<file path="src/rtl/ioport_pkg.sv">
package ioport_pkg;
  typedef enum logic [2:0] {
    OP_NONE = 3'd0,
    OP_IN   = 3'd1,
    OP_OUT  = 3'd2,
    OP_SET  = 3'd3,
    OP_CLR  = 3'd4
  } port_op_e;

  parameter int SEL_W  = 4;
  parameter int ACC_W  = 4;
  parameter int BIT_W  = 2;
  parameter int SEL_IN = 0;
  parameter int SEL_CM = 1;
  parameter int SEL_P8 = 8;
  parameter int SEL_P9 = 9;
endpackage

</file>
<file path="src/rtl/ioport_sync.sv">
module ioport_sync #(
  parameter int W = 2
) (
  input  logic         clk_i,
  input  logic         rst_ni,
  input  logic [W-1:0] pins_i,
  output logic [W-1:0] sync_o,
  output logic         rise0_o
);
  logic [W-1:0] s1_q, s2_q;
  logic         s3_q;

  always_ff @(posedge clk_i or negedge rst_ni) begin
    if (!rst_ni) begin
      s1_q <= '0;
      s2_q <= '0;
      s3_q <= 1'b0;
    end else begin
      s1_q <= pins_i;
      s2_q <= s1_q;
      s3_q <= s2_q[0];
    end
  end

  assign sync_o  = s2_q;
  assign rise0_o = s2_q[0] & ~s3_q;
endmodule

</file>
<file path="src/rtl/ioport_settle.sv">
module ioport_settle #(
  parameter int SETTLE_CYC = 3,
  localparam int CNT_W = $clog2(SETTLE_CYC + 1)
) (
  input  logic clk_i,
  input  logic rst_ni,
  input  logic restart_i,
  output logic busy_o
);
  logic [CNT_W-1:0] cnt_q;

  always_ff @(posedge clk_i or negedge rst_ni) begin
    if (!rst_ni)            cnt_q <= '0;
    else if (restart_i)     cnt_q <= CNT_W'(SETTLE_CYC);
    else if (cnt_q != '0)   cnt_q <= cnt_q - 1'b1;
  end

  assign busy_o = (cnt_q != '0);
endmodule

</file>
<file path="src/rtl/ioport_latch.sv">
module ioport_latch
  import ioport_pkg::*;
#(
  parameter int W   = 3,
  parameter int SEL = 8
) (
  input  logic             clk_i,
  input  logic             rst_ni,
  input  logic [2:0]       op_i,
  input  logic [SEL_W-1:0] sel_i,
  input  logic [W-1:0]     acc_i,
  input  logic [BIT_W-1:0] bit_idx_i,
  input  logic             open_drain_i,
  output logic [W-1:0]     pad_o,
  output logic [W-1:0]     oe_o,
  output logic             wr_o
);
  logic         hit;
  logic [W-1:0] lat_q, lat_d;

  assign hit  = (sel_i == SEL_W'(SEL));
  assign wr_o = hit && (op_i == OP_OUT || op_i == OP_SET || op_i == OP_CLR);

  for (genvar i = 0; i < W; i++) begin : g_bit
    logic sel_bit;
    assign sel_bit = (bit_idx_i == BIT_W'(i));
    always_comb begin
      lat_d[i] = lat_q[i];
      if (hit) begin
        case (op_i)
          OP_OUT:  lat_d[i] = acc_i[i];
          OP_SET:  if (sel_bit) lat_d[i] = 1'b1;
          OP_CLR:  if (sel_bit) lat_d[i] = 1'b0;
          default: lat_d[i] = lat_q[i];
        endcase
      end
    end
    // open-drain: pad low only, release when latch is 1
    assign pad_o[i] = open_drain_i ? 1'b0 : lat_q[i];
    assign oe_o[i]  = open_drain_i ? ~lat_q[i] : 1'b1;
  end

  always_ff @(posedge clk_i or negedge rst_ni) begin
    if (!rst_ni) lat_q <= '0;
    else         lat_q <= lat_d;
  end
endmodule

</file>
<file path="src/rtl/ioport_unit.sv">
module ioport_unit
  import ioport_pkg::*;
#(
  parameter int SETTLE_CYC = 3,
  parameter int P8_W       = 3,
  parameter int P9_W       = 2,
  parameter int CMP_W      = 4
) (
  input  logic             clk_i,
  input  logic             rst_ni,
  input  logic [2:0]       op_i,
  input  logic [SEL_W-1:0] sel_i,
  input  logic [ACC_W-1:0] acc_i,
  input  logic [BIT_W-1:0] bit_idx_i,
  output logic [ACC_W-1:0] rd_data_o,
  output logic             unsettled_o,
  input  logic [1:0]       in_pins_i,
  input  logic [CMP_W-1:0] cmp_i,
  input  logic             p1_is_ref_i,
  input  logic [2:0]       clk_mode_i,
  input  logic             irq0_en_i,
  output logic             cnt_clk_o,
  output logic             irq0_o,
  input  logic             open_drain_i,
  output logic [P8_W-1:0]  p8_o,
  output logic [P8_W-1:0]  p8_oe_o,
  output logic [P9_W-1:0]  p9_o,
  output logic [P9_W-1:0]  p9_oe_o
);
  logic [1:0] pins_s;
  logic       rise0, wr8, wr9, busy;

  ioport_sync #(.W(2)) u_sync (
    .clk_i, .rst_ni, .pins_i(in_pins_i), .sync_o(pins_s), .rise0_o(rise0)
  );

  ioport_latch #(.W(P8_W), .SEL(SEL_P8)) u_p8 (
    .clk_i, .rst_ni, .op_i, .sel_i, .acc_i(acc_i[P8_W-1:0]), .bit_idx_i,
    .open_drain_i, .pad_o(p8_o), .oe_o(p8_oe_o), .wr_o(wr8)
  );

  ioport_latch #(.W(P9_W), .SEL(SEL_P9)) u_p9 (
    .clk_i, .rst_ni, .op_i, .sel_i, .acc_i(acc_i[P9_W-1:0]), .bit_idx_i,
    .open_drain_i, .pad_o(p9_o), .oe_o(p9_oe_o), .wr_o(wr9)
  );

  ioport_settle #(.SETTLE_CYC(SETTLE_CYC)) u_settle (
    .clk_i, .rst_ni, .restart_i(wr8 | wr9), .busy_o(busy)
  );

  always_comb begin
    rd_data_o   = '0;
    unsettled_o = 1'b0;
    if (op_i == OP_IN) begin
      if (sel_i == SEL_W'(SEL_IN)) begin
        rd_data_o[0] = pins_s[0];
        rd_data_o[1] = pins_s[1] & ~p1_is_ref_i;
      end else if (sel_i == SEL_W'(SEL_CM)) begin
        rd_data_o   = ACC_W'(cmp_i);
        unsettled_o = busy;
      end
    end
  end

  assign cnt_clk_o = (clk_mode_i[2:1] == 2'b01) & pins_s[0];
  assign irq0_o    = irq0_en_i & rise0;
endmodule

</file>
<file path="config.mk">
export PLATFORM = sky130hd
export DESIGN_NAME = ioport_unit
export DESIGN_NICKNAME = d
export VERILOG_FILES = /design/src/rtl/ioport_pkg.sv /design/src/rtl/ioport_sync.sv /design/src/rtl/ioport_settle.sv /design/src/rtl/ioport_latch.sv /design/src/rtl/ioport_unit.sv
export SDC_FILE = /design/constraint.sdc
export NUM_CORES = 1
export LEC_CHECK = 0
export ABC_AREA = 1
export BUFFER_PORTS_ARGS = -buffer_cell sky130_fd_sc_hd__clkbuf_2
export CORE_MARGIN = 1.5
export CORE_UTILIZATION = 42
export DETAILED_ROUTE_END_ITERATION = 10
export MAX_ROUTING_LAYER = met4
export PLACE_DENSITY = 0.78
export RECOVER_POWER = 100
export SETUP_SLACK_MARGIN = 0.3
export SLEW_MARGIN = 10
export SYNTH_ARGS = -nofsm -noshare
export SYNTH_HDL_FRONTEND = slang
export SYNTH_SLANG_ARGS = --single-unit
</file>
<file path="constraint.sdc">
create_clock -name clk_i -period 1.37 [get_ports clk_i]
set_input_delay 0.2055 -clock clk_i [delete_from_list [all_inputs] [get_ports clk_i]]
set_output_delay 0.2055 -clock clk_i [all_outputs]
set_load 0.005 [all_outputs]
</file>
# --- Yosys cells after proc, flatten, opt, wreduce, memory -nomap -nowiden ---
# Cells that the tools add are included.
classes:
  div: 0
  mul: 0
  add_sub_neg: 1
  n_bitwise: 12
  n_eq_ne: 16
  mux: 28
  n_shift: 0
  magnitude_cmp: 0
  n_reduce_logical: 14
op_table:
  columns: ["cell", "count"]
  rows:
  - ["$reduce_and A4 Y1", 5]
  - ["$mux W1", 19]
  - ["$ne A2 B1 Y1 const B", 6]
  - ["$pmux W1 S3", 3]
  - ["$eq A4 B4 Y1 const B", 2]
  - ["$mux W2", 4]
  - ["$mux W4", 2]
  - ["$not A1 Y1", 7]
  - ["$eq A3 B2 Y1 const B", 2]
  - ["$and A1 B1 Y1", 4]
  - ["$eq A2 B1 Y1 const B", 2]
  - ["$eq A4 B1 Y1 const B", 1]
  - ["$logic_not A4 Y1", 1]
  - ["$reduce_bool A2 Y1", 2]
  - ["$eq A3 B1 Y1 const B", 1]
  - ["$eq A3 B3 Y1 const B", 1]
  - ["$reduce_bool A3 Y1", 1]
  - ["$eq A2 B2 Y1 const B", 1]
  - ["$logic_and A1 B1 Y1", 2]
  - ["$logic_not A2 Y1", 1]
  - ["$logic_or A1 B1 Y1", 2]
  - ["$sub A2 B1 Y2 const B", 1]
  - ["$or A1 B1 Y1", 1]
word_totals:
  rom_bits: 0
  regBits: 12
  mem_count: 0
  wordCells: 80
  mem_bits_rw: 0
  out_inout_bits: 17
  latchBits: 0
  in_bits: 27

# --- Longest topological paths before layout ---
# Gate-level depths: netlist (run 1).
logic_depth:
  ltp_word: 6
  depth_mapped: 7
  depth_no_buf: 7

# --- Hierarchy ---
# From an unflattened synthesis (run 1), not the netlist that was laid out.
unflattened:
  hier_cells: 129
  hier_area_um2: 847.1
modules_own_cells:
  columns: ["module", "cells_each", "seq_area_each_um2", "area_each_um2", "n_inst"]
  rows:
  - ["ioport_latch (u_p8)", 49, 75.1, 270.3, 1]
  - ["ioport_latch (u_p9)", 36, 50.0, 201.4, 1]
  - ["ioport_sync", 7, 125.1, 135.1, 1]
  - ["ioport_settle", 14, 50.0, 121.4, 1]
  - ["ioport_unit", 23, 0.0, 118.9, 1]

# --- Worst setup path before layout (run 1) ---
# Ideal clock, no wire load.
synth_path:
  path_type: "register -> register"
  start: "register u_settle.cnt_q[0]"
  end: "register u_settle.cnt_q[1]"
  n_path_buf: 0
  t_required_ps: 1305
  path_stages_with_launch: 5
  arrival_ps: 992
  period_less_slack_ps: 1057
  setup_time_ps: 65
  setup_slack_ps: 313
  cell_sequence: "dfrtp_1 inv_1 ha_1 mux2_2 nand2_1"
synth_via:
  elab_chain_len: 3
  word_cells_on_any_way: 5
  classes_between: "add/sub: 1; mux: 2; reduce/logical: 2"
synth_rtl:
  columns: ["item", "line", "source"]
  rows:
  - ["start: declaration", "ioport_settle.sv:10", "logic [CNT_W-1:0] cnt_q;"]
  - ["start signal: assignment", "ioport_settle.sv:14", "else if (restart_i) cnt_q <= CNT_W'(SETTLE_CYC);"]
  - ["start signal: assignment", "ioport_settle.sv:15", "else if (cnt_q != '0) cnt_q <= cnt_q - 1'b1;"]
  - ["$sub A2 B1 Y2", "ioport_settle.sv:15", null]
  - ["$mux W2", "ioport_settle.sv:15", null]
  - ["$mux W2", "ioport_settle.sv:14", null]
# Several ways; a longest one is shown, not always the timed one. The select of a mux whose other input is x is not followed.
# A chain may end at the register's enable or synchronous reset.

# --- Worst setup path in the final report (run 1) ---
layout_path:
  start: "register u_settle.cnt_q[0]"
  end: "output port unsettled_o"
layout_via:
  elab_chain_len: 4
layout_rtl:
  columns: ["item", "line", "source"]
  rows:
  - ["$reduce_bool A2 Y1", "ioport_settle.sv:18", "assign busy_o = (cnt_q != '0);"]
  - ["$mux W1", "ioport_unit.sv:58", "end else if (sel_i == SEL_W'(SEL_CM)) begin"]
  - ["$mux W1", "ioport_unit.sv:55", "if (sel_i == SEL_W'(SEL_IN)) begin"]
  - ["$mux W1", "ioport_unit.sv:54", "if (op_i == OP_IN) begin"]
  - ["end: declaration", "ioport_unit.sv:16", "output logic unsettled_o,"]
# Every way passes these cells.

==> flow_metrics.env, run 1 <==
export IMPL_clkSlewWorstSetupHoldPaths_ns=0.07
export IMPL_synth_seq_cells=12
export IMPL_cap_violations=0
export IMPL_async_flop_share_pct=100
export IMPL_drv_slew=0
export IMPL_ant_nets=0
export IMPL_synthXorXnorAreaFrac_pct=1.18
export IMPL_worst_slew_pin_slew_ns=0.656
export IMPL_period_needed_ns=1.26
export IMPL_area_growth_synth_to_final_pct=44.2
export IMPL_path_cells="inv_1 > ha_1 > nor2_1 > clkbuf_2"
export IMPL_reg2reg_slack_ns=0.12
export IMPL_crit_type="register to output port"
export IMPL_required_ns=1.16
export IMPL_critPathLaunch="u_settle.cnt_q[0]"
export IMPL_ys_seq_area_share_pct=40.6
export IMPL_synth_compound_gate_area_share_pct=5.75
export IMPL_yosys_mux_area_fraction_pct=1.52
export IMPL_multi_input_area_um2=379
export IMPL_cp_num_cells=4
export IMPL_synth_simple_area_share_pct=40.1
export IMPL_switching_share_pct=32.4
export IMPL_hold_viol_final=0
export IMPL_grt_total_usage_pct=22.1
export IMPL_start_util_pct=46.9
export IMPL_startpoint_type="register"
export IMPL_crit_arrival_ns=1.05
export IMPL_n_fill_cell=160
export IMPL_final_nets=194
export IMPL_synth_edf_count=0
export IMPL_slowest_stage="dfrtp_1"
export IMPL_reg2reg_depth=6
export IMPL_synth_top_cells_by_area="dfrtp_1 (41%), nand2_1 (21%), nand3_1 (8.8%)"
export IMPL_boundaryPins=44
export IMPL_syn_cell_area_um2=739
export IMPL_relSlewSlack_pct=56.3
export IMPL_run_status="finished clean"
export IMPL_grt_pass1_wl_um=3170
export IMPL_gp_congestion=0.814
export IMPL_via_count=843
export IMPL_stdcell_count=180
export IMPL_firstDrtPassIters=4
export IMPL_rsz0062_at_grt="true"
export IMPL_yosys_cell_count_top_type="nand2_1"
export IMPL_power_density_mw_per_mm2=1150
export IMPL_drcViolationCount=0
export IMPL_peakVddDrop_mv=0.602
export IMPL_combPwrFrac_pct=43.8
export IMPL_initialDrtViolationCount=11
export IMPL_regToRegStartpoint="u_settle.cnt_q[0]"
export IMPL_synth_top_family_by_area="simple AND/OR/NAND/NOR gates"
export IMPL_yosys_warnings=0
export IMPL_grt_start_max_net_pins=13
export IMPL_ys_types=16
export IMPL_insertion_delay_ns=0.27
export IMPL_dieArea_mm2=0.00202
export IMPL_cts_root_buf="clkbuf_4"
export IMPL_clock_skew_ns=0.00507
export IMPL_setup_violations=0
export IMPL_cts_max_path_buffers=2
export IMPL_yosys_area_top_type="dfrtp_1"
export IMPL_dpl_cell_count=167
export IMPL_crit_buf_inv=2
export IMPL_port_buffer_count=41
export IMPL_num_rows=14
export IMPL_net_switching_power_uw=396
export IMPL_dpl_hpwl_um=1420
export IMPL_antenna_found_initial=0
export IMPL_grt_overflow=0
export IMPL_wl_um=1930
export IMPL_cts_buffers=3
export IMPL_cp_top_family="flip-flops"
export IMPL_ctsHtreeMaxLevel=1
export IMPL_totalNegativeSetupSlack_ns=0
export IMPL_cts_tree="done"
export IMPL_syn_inst=111
export IMPL_fin_crit_sh_pct=91.9
export IMPL_synth_ff_type="dfrtp_1"
export IMPL_core_area_mm2=0.00158
export IMPL_p_leak_uw=0.000601
export IMPL_synth_fa_ha_area_share_pct=1.69
export IMPL_vias_per_cell=4.68
export IMPL_routedWlPerCell_um=10.7
export IMPL_die_w_um=45.0
export IMPL_syn_nets=139
export IMPL_critical_path_max_fanout=2
export IMPL_netlist_area_leader_share_pct=40.6
export IMPL_power_share_sequential_pct=38.6
export IMPL_synth_avg_cell_area_um2=6.66
export IMPL_diodes=0
export IMPL_p_clk_share_pct=17.6
export IMPL_end_kind="output port"
export IMPL_ff_latch_area_um2=300
export IMPL_holdCritPathClass="input pin to register"
export IMPL_layout_drive_gt1_share_pct=31.1
export IMPL_timing_fmax_ghz=0.794
export IMPL_grt_pass1_vias=783
export IMPL_crit_path_end="unsettled_o"
export IMPL_max_stage_delay_ns=0.35
export IMPL_clock_sinks=12
export IMPL_synth_common_cells="nand2_1 (41), inv_1 (17), nor2_1 (17), nand3_1 (13), dfrtp_1 (12)"
export IMPL_r2r_end="u_settle.cnt_q[1]"
export IMPL_die_h_um=45.0
export IMPL_p_int_uw=825
placed cells by master (no fill, tap or decap):
cell type	Yosys	layout
nand2_1	41	41
clkbuf_2	0	27
inv_1	17	14
nor2_1	17	14
nand3_1	13	13
clkbuf_1	1	12
dfrtp_1	12	12
buf_4	0	7
clkbuf_4	0	4
inv_2	0	3
nor2_2	0	3
a21oi_1	1	2
nand3b_1	1	1
o31ai_1	1	1
o21ai_0	0	1
a21oi_2	1	1
xor2_2	0	1
mux2_4	0	1
nand2_2	1	1
ha_1	1	1
dlygate4sd3_1	0	1
clkbuf_8	0	1
buf_2	0	1
buf_6	0	1
worst reg2reg max path, delay by kind of cell (launching register included):
family / cells / cell delay (ns)
buffers and inverters: 3 / 0.30
adders and majority gates: 1 / 0.19
DFF: 1 / 0.35
and+or+nand+nor: 1 / 0.06
muxes: 1 / 0.30
state kept, by name, summed over array words and instances (netlist names):
name / count
u_p8.lat_q: 3
u_p9.lat_q: 2
u_settle.cnt_q: 2
u_sync.s1_q: 2
u_sync.sync_o: 2
u_sync.s3_q: 1
area by class of cell:
class	instances	share of cell area, %
Sequential cell	12	28.2
Multi-Input combinational cell	81	35.6
Tap cell	16	1.88
Inverter	17	5.99
Clock buffer	3	2.11
Timing Repair Buffer	51	26.3
metrics by stage:
stage | hold WS [ns] | utilization (%) | setup WS, ns | power [µW] | cell area [µm²]
2_1_floorplan | -0.0901 | - | 0.313 | 693 | 739
3_3_place_gp | 0.108 | 61.0 | 0.178 | 801 | 961
3_5_place_dp | 0.110 | 61.0 | 0.151 | 822 | 961
4_1_cts | 0.0302 | 66.7 | 0.148 | 1110 | 1050
5_1_grt | 0.0275 | 67.6 | 0.0602 | 1310 | 1070
6_report | 0.0317 | 67.6 | 0.111 | 1220 | 1070
logic make-up after synthesis:
group / after synthesis
adders and majority gates: 1
buffers and inverters: 18
muxes: 1
DFF: 12
xor gates and xnor gates: 1
and+or+nand+nor: 73
AOI/OAI and AO/OA: 5
power by group through the flow:
stage,combinational (µW),sequential [µW],clock (µW)
after global routing,595,479,234
after global placement,325,476,0
final,535,472,214
after detailed placement,341,481,0
after CTS,424,471,216
after floorplan,225,468,0
what timing repair did:
item | CTS | global route
gates cloned | 0 | 0
endpoints found under the setup margin | 13 | 19
gates resized for setup | 5 | 19
buffers inserted | 6 | 3
endpoints found under the hold margin | 12 | 0
pin swaps | 9 | 6
hold buffers | 1 | 0
routing by layer:
metal | GRT usage, % | routed length [µm] | vias up | share of wire [%]
li1 | - | - | 445 | -
met1 | 23.1 | 698 | 372 | 36
met2 | 41.4 | 1130 | 22 | 59
met3 | 3.60 | 75 | 4 | 3.9
met4 | 7.06 | 22 | 0 | 1.1
met5 | - | 0 | - | 0
how the worst min path moves through the flow:
stage	start	end	slack, ns	cells past startpoint
after CTS	in_pins_i[1]	u_sync.s1_q[1]	0.03	1
after global routing	in_pins_i[1]	u_sync.s1_q[1]	0.03	1
after detailed placement	rst_ni	u_sync.s1_q[0]	0.11	1
final	in_pins_i[1]	u_sync.s1_q[1]	0.03	1
after global placement	rst_ni	u_sync.s1_q[0]	0.11	1
after floorplan	rst_ni	u_p8.lat_q[0]	-0.09	0
Note: power is estimated with default switching activity, not from simulation.
==> run 2, diff against run 1 <==
clock period = 1.41 ns   (was 1.37 ns; I/O delays follow)
==> run 2 against run 1 <==
  * Core utilization rose by 0.71 points
  * Via count rose by 3.3%
  * Worst setup slack improved by 0.054 ns
  * Register-to-register slack better by 0.07 ns
  * Combinational power is 6.0% lower
  * Critical path depth is 2 higher
  * Sequential share of layout area down 0.29 points
  * Sequential cell count stayed put
  * Critical path type is now input pin to output port
==> flow_metrics.env, run 2 (synthesis results as in run 1) <==
export IMPL_crit_type="input pin to output port"
export IMPL_initialDrtViolationCount=14
export IMPL_port_buffer_count=41
export IMPL_holdCritPathClass="input pin to register"
export IMPL_final_nets=194
export IMPL_die_h_um=45.0
export IMPL_clkSlewWorstSetupHoldPaths_ns=0.07
export IMPL_ctsHtreeMaxLevel=1
export IMPL_relSlewSlack_pct=56.8
export IMPL_largest_reg_flops=3
export IMPL_hold_viol_final=0
export IMPL_top_register="u_p8.lat_q"
export IMPL_setup_violations=0
export IMPL_num_rows=14
export IMPL_cap_violations=0
export IMPL_start_util_pct=46.9
export IMPL_gp_congestion=0.814
export IMPL_rsz0062_at_grt="true"
export IMPL_vias_per_cell=4.84
export IMPL_dieArea_mm2=0.00202
export IMPL_ant_nets=0
export IMPL_grt_pass1_wl_um=3230
export IMPL_totalNegativeSetupSlack_ns=0
export IMPL_final_setup_worst_slack_ns=0.165
export IMPL_grt_total_usage_pct=22.8
export IMPL_ff_latch_area_um2=300
export IMPL_final_common_cell="nand2_1"
export IMPL_pre_cts_ws_ns=0.179
export IMPL_peakVddDrop_mv=0.594
export IMPL_drv_slew=0
export IMPL_clock_skew_ns=0.00434
export IMPL_period_needed_ns=1.25
export IMPL_diodes=0
export IMPL_critical_path_max_fanout=3
export IMPL_core_area_mm2=0.00158
export IMPL_end_kind="output port"
export IMPL_worst_slew_pin_slew_ns=0.649
export IMPL_dpl_hpwl_um=1420
export IMPL_crit_arrival_ns=1.03
export IMPL_insertion_delay_ns=0.28
export IMPL_n_fill_cell=157
export IMPL_p_leak_uw=0.000611
export IMPL_grt_pass1_vias=786
export IMPL_boundaryPins=44
export IMPL_grt_overflow=0
export IMPL_multi_input_area_um2=389
export IMPL_run_status="finished clean"
export IMPL_wl_um=2080
export IMPL_grt_start_max_net_pins=13
export IMPL_via_count=871
export IMPL_layout_drive_gt1_share_pct=32.3
export IMPL_clock_sinks=12
export IMPL_firstDrtPassIters=4
export IMPL_timing_fmax_ghz=0.803
export IMPL_routedWlPerCell_um=11.6
export IMPL_fin_crit_sh_pct=88.3
export IMPL_antenna_found_initial=0
export IMPL_power_uw=1170
export IMPL_required_ns=1.20
export IMPL_cts_root_buf="clkbuf_4"
export IMPL_cts_buffers=3
export IMPL_cts_max_path_buffers=2
export IMPL_power_density_mw_per_mm2=1090
export IMPL_area_growth_synth_to_final_pct=45.7
export IMPL_cts_tree="done"
export IMPL_drcViolationCount=0
export IMPL_layout_common_cells="nand2_1 (41), clkbuf_2 (29), nor2_1 (15), inv_1 (14), nand3_1 (13)"
export IMPL_die_w_um=45.0
export IMPL_startpoint_type="input pin"
-- run 2: cell types whose count changed in the layout (fill, tap and decap cells not counted), sizes merged --
cell and delta:
buf +1, clkbuf -1
-- run 2: critical path: stages --
cell,delay (ns)
clkbuf_8,0.11
nand3b_1,0.21
nor2_1,0.23
nand2_1,0.07
o31ai_1,0.06
buf_2,0.15
-- run 2: layout make-up --
type | instances | area share [%]
multi-input cells | 81 | 36.1
clock buffers | 3 | 2.09
well taps | 16 | 1.86
flip-flops and latches | 12 | 27.9
inverters | 17 | 5.92
repair buffers | 51 | 26.1
-- run 2: path summary, 6_finish.rpt --
path / start / end / slack, ns / depth (start not counted)
worst min-delay path: in_pins_i[1] / u_sync.s1_q[1] / 0.04 / 1
min in group asynchronous: rst_ni / u_sync.sync_o[1] / 0.51 / 2
worst max-delay path: op_i[1] / rd_data_o[1] / 0.16 / 6
worst min register to register: u_sync.s1_q[1] / u_sync.sync_o[1] / 0.36 / 0
worst max register to register: u_settle.cnt_q[1] / u_settle.cnt_q[1] / 0.19 / 6
max in group asynchronous: rst_ni / u_sync.s3_q / 0.48 / 2
-- run 2: layer usage --
layer / vias up / global-route usage (%) / share of wire (%)
met5: - / - / 0
met1: 384 / 24.4 / 36
met2: 28 / 40.6 / 57
met4: 0 / 9.41 / 3.9
li1: 448 / - / -
met3: 11 / 4.40 / 3.5
-- run 2: power breakdown --
group | leakage [µW] | internal [µW] | total [µW] | switching (µW)
Combinational | 0.000451 | 272 | 503 | 231
Clock | 0.0000138 | 99.0 | 211 | 112
Sequential | 0.000146 | 417 | 459 | 42.4
-- run 2: metrics by stage --
step	utilization (%)	cells	area (µm²)	hold slack, ns
finish	68.3	180	1080	0.0368
global route	68.3	180	1080	0.0338
CTS	67.2	177	1060	0.0359
detailed placement	61.0	167	961	0.116
global placement	61.0	167	961	0.114
floorplan	-	111	739	-0.0841
-- run 2: timing repair --
item,4_1_cts,5_1_grt
gates cloned,0,0
hold buffers,1,0
pin swaps,8,3
gates resized for setup,7,15
buffers inserted,6,3
endpoints found under the hold margin,12,0
endpoints found under the setup margin,9,15
==> run 3, diff against run 2 <==
REMOVE_ABC_BUFFERS = 1   (was unset)
==> run 3 against run 2 <==
  * Fmax decreased by 1.7%
  * Clock skew decreased by 0.0018 ns
  * Global-route usage decreased by 0.078 points
  * Total power increased by 7.9%
  * Critical path type is now register to output port
  * Sequential share of layout area decreased by 1.4 points
  * Via count increased by 0.23%
  * Clock power increased by 34%
  * Final cell count increased by 1.1%
  * Worst hold slack got worse by 0.0022 ns
  * Design area increased by 5.3%
  * Sequential cell count unchanged
==> flow_metrics.env, run 3 (synthesis results as in run 1) <==
export IMPL_run_status="finished clean"
export IMPL_die_h_um=45.0
export IMPL_cts_root_buf="clkbuf_4"
export IMPL_cts_max_path_buffers=2
export IMPL_final_nets=195
export IMPL_top_register="u_p8.lat_q"
export IMPL_regToRegStartpoint="u_settle.cnt_q[1]"
export IMPL_crit_arrival_ns=1.06
export IMPL_dieArea_mm2=0.00202
export IMPL_grt_pass1_vias=790
export IMPL_ff_latch_area_um2=300
export IMPL_period_needed_ns=1.27
export IMPL_start_util_pct=46.9
export IMPL_switching_share_pct=31.8
export IMPL_worst_slew_pin_slew_ns=0.647
export IMPL_holdCritPathClass="input pin to register"
export IMPL_net_switching_power_uw=403
export IMPL_boundaryPins=44
export IMPL_insertion_delay_ns=0.28
export IMPL_gp_congestion=0.787
export IMPL_rsz0062_at_grt="true"
export IMPL_routedWlPerCell_um=11.4
export IMPL_timing_fmax_ghz=0.789
export IMPL_required_ns=1.20
export IMPL_cts_tree="done"
export IMPL_clock_skew_ns=0.00255
export IMPL_cap_violations=0
export IMPL_grt_start_max_net_pins=13
export IMPL_clkSlewWorstSetupHoldPaths_ns=0.08
export IMPL_ant_nets=0
export IMPL_antenna_found_initial=0
export IMPL_crit_type="register to output port"
export IMPL_p_leak_uw=0.000636
export IMPL_multi_input_area_um2=412
export IMPL_power_uw=1270
export IMPL_final_common_cell="nand2_1"
export IMPL_largest_reg_flops=3
export IMPL_clock_sinks=12
export IMPL_p_int_uw=862
export IMPL_dpl_hpwl_um=1420
export IMPL_area_growth_synth_to_final_pct=53.5
export IMPL_stdcell_count=182
export IMPL_wl_um=2070
export IMPL_num_rows=14
export IMPL_combPwrFrac_pct=41.5
export IMPL_layout_common_cells="nand2_1 (40), clkbuf_2 (29), nor2_1 (14), inv_1 (13)"
export IMPL_grt_pass1_wl_um=3140
export IMPL_layout_drive_gt1_share_pct=36.7
export IMPL_power_share_sequential_pct=36.2
export IMPL_relSlewSlack_pct=56.9
export IMPL_critical_path_max_fanout=2
export IMPL_via_count=873
export IMPL_power_density_mw_per_mm2=1110
export IMPL_setup_violations=0
export IMPL_ctsHtreeMaxLevel=1
export IMPL_grt_overflow=0
export IMPL_grt_total_usage_pct=22.7
export IMPL_dpl_cell_count=167
export IMPL_firstDrtPassIters=4
export IMPL_cts_buffers=3
export IMPL_hold_viol_final=0
export IMPL_port_buffer_count=41
export IMPL_critPathLaunch="u_settle.cnt_q[0]"
export IMPL_fin_crit_sh_pct=89.9
export IMPL_peakVddDrop_mv=0.694
export IMPL_vias_per_cell=4.80
export IMPL_hold_path_startpoint="in_pins_i[1]"
export IMPL_holdWs_ns=0.0346
export IMPL_diodes=0
export IMPL_end_kind="output port"
export IMPL_initialDrtViolationCount=7
export IMPL_p_clk_share_pct=22.3
export IMPL_drcViolationCount=0
export IMPL_n_fill_cell=133
export IMPL_final_area_mm2=0.00113
export IMPL_totalNegativeSetupSlack_ns=0
export IMPL_die_w_um=45.0
export IMPL_drv_slew=0
export IMPL_core_area_mm2=0.00158
export IMPL_placed_area_um2=961
export IMPL_startpoint_type="register"
## run 3: changes by cell type in the layout (fill, tap and decap cells not counted), sizes merged
| cell | before | now |
|---|---|---|
| clkbuf | 43 | 41 |
| buf | 10 | 14 |
## run 3: metrics by stage
stage	util, %	setup WS [ns]
2_1_floorplan	-	0.353
3_3_place_gp	61.0	0.193
3_5_place_dp	61.0	0.155
4_1_cts	68.6	0.164
5_1_grt	72.0	0.0470
6_report	72.0	0.143
## run 3: power by group through the flow
stage / Sequential [µW] / Combinational, µW / Clock, µW
6_report: 458 / 525 / 282
5_1_grt: 464 / 596 / 309
4_1_cts: 456 / 407 / 286
3_5_place_dp: 464 / 334 / 0
3_3_place_gp: 461 / 315 / 0
2_1_floorplan: 455 / 216 / 0
## run 3: what timing repair did
item,in CTS,in global routing
gates resized for setup,12,24
hold buffers,1,0
endpoints found under the setup margin,10,17
setup buffers,5,5
endpoints found under the hold margin,12,0
pin swaps,7,5
## run 3: area by class of cell
class                      count  share of cell area (%)
clock buffer                   4                    3.20
inverter                      17                    5.84
multi-input combinational     81                    36.3
sequential                    12                    26.5
tap                           16                    1.76
timing repair buffer          52                    26.5
## run 3: path summary, 6_finish.rpt
check,to,slack [ns],cells past startpoint
max in group asynchronous,u_settle.cnt_q[1],0.53,2
setup reg to reg,u_settle.cnt_q[1],0.31,5
hold / removal,u_sync.s1_q[1],0.03,1
hold reg to reg,u_sync.sync_o[1],0.36,0
min in group asynchronous,u_sync.sync_o[0],0.46,2
setup / recovery,unsettled_o,0.14,4
## run 3: worst max-delay path, stage by stage (launching register included)
cell      delay [ns]
dfrtp_1         0.36
inv_2           0.05
ha_4            0.15
nor2_1          0.09
clkbuf_2        0.12
## run 3: routing by layer
layer	track usage, %	vias up	routed length [µm]
met4	11.2	0	27
met2	42.3	27	1160
met3	5.20	4	86
li1	-	450	-
met5	-	-	0
met1	21.3	392	791
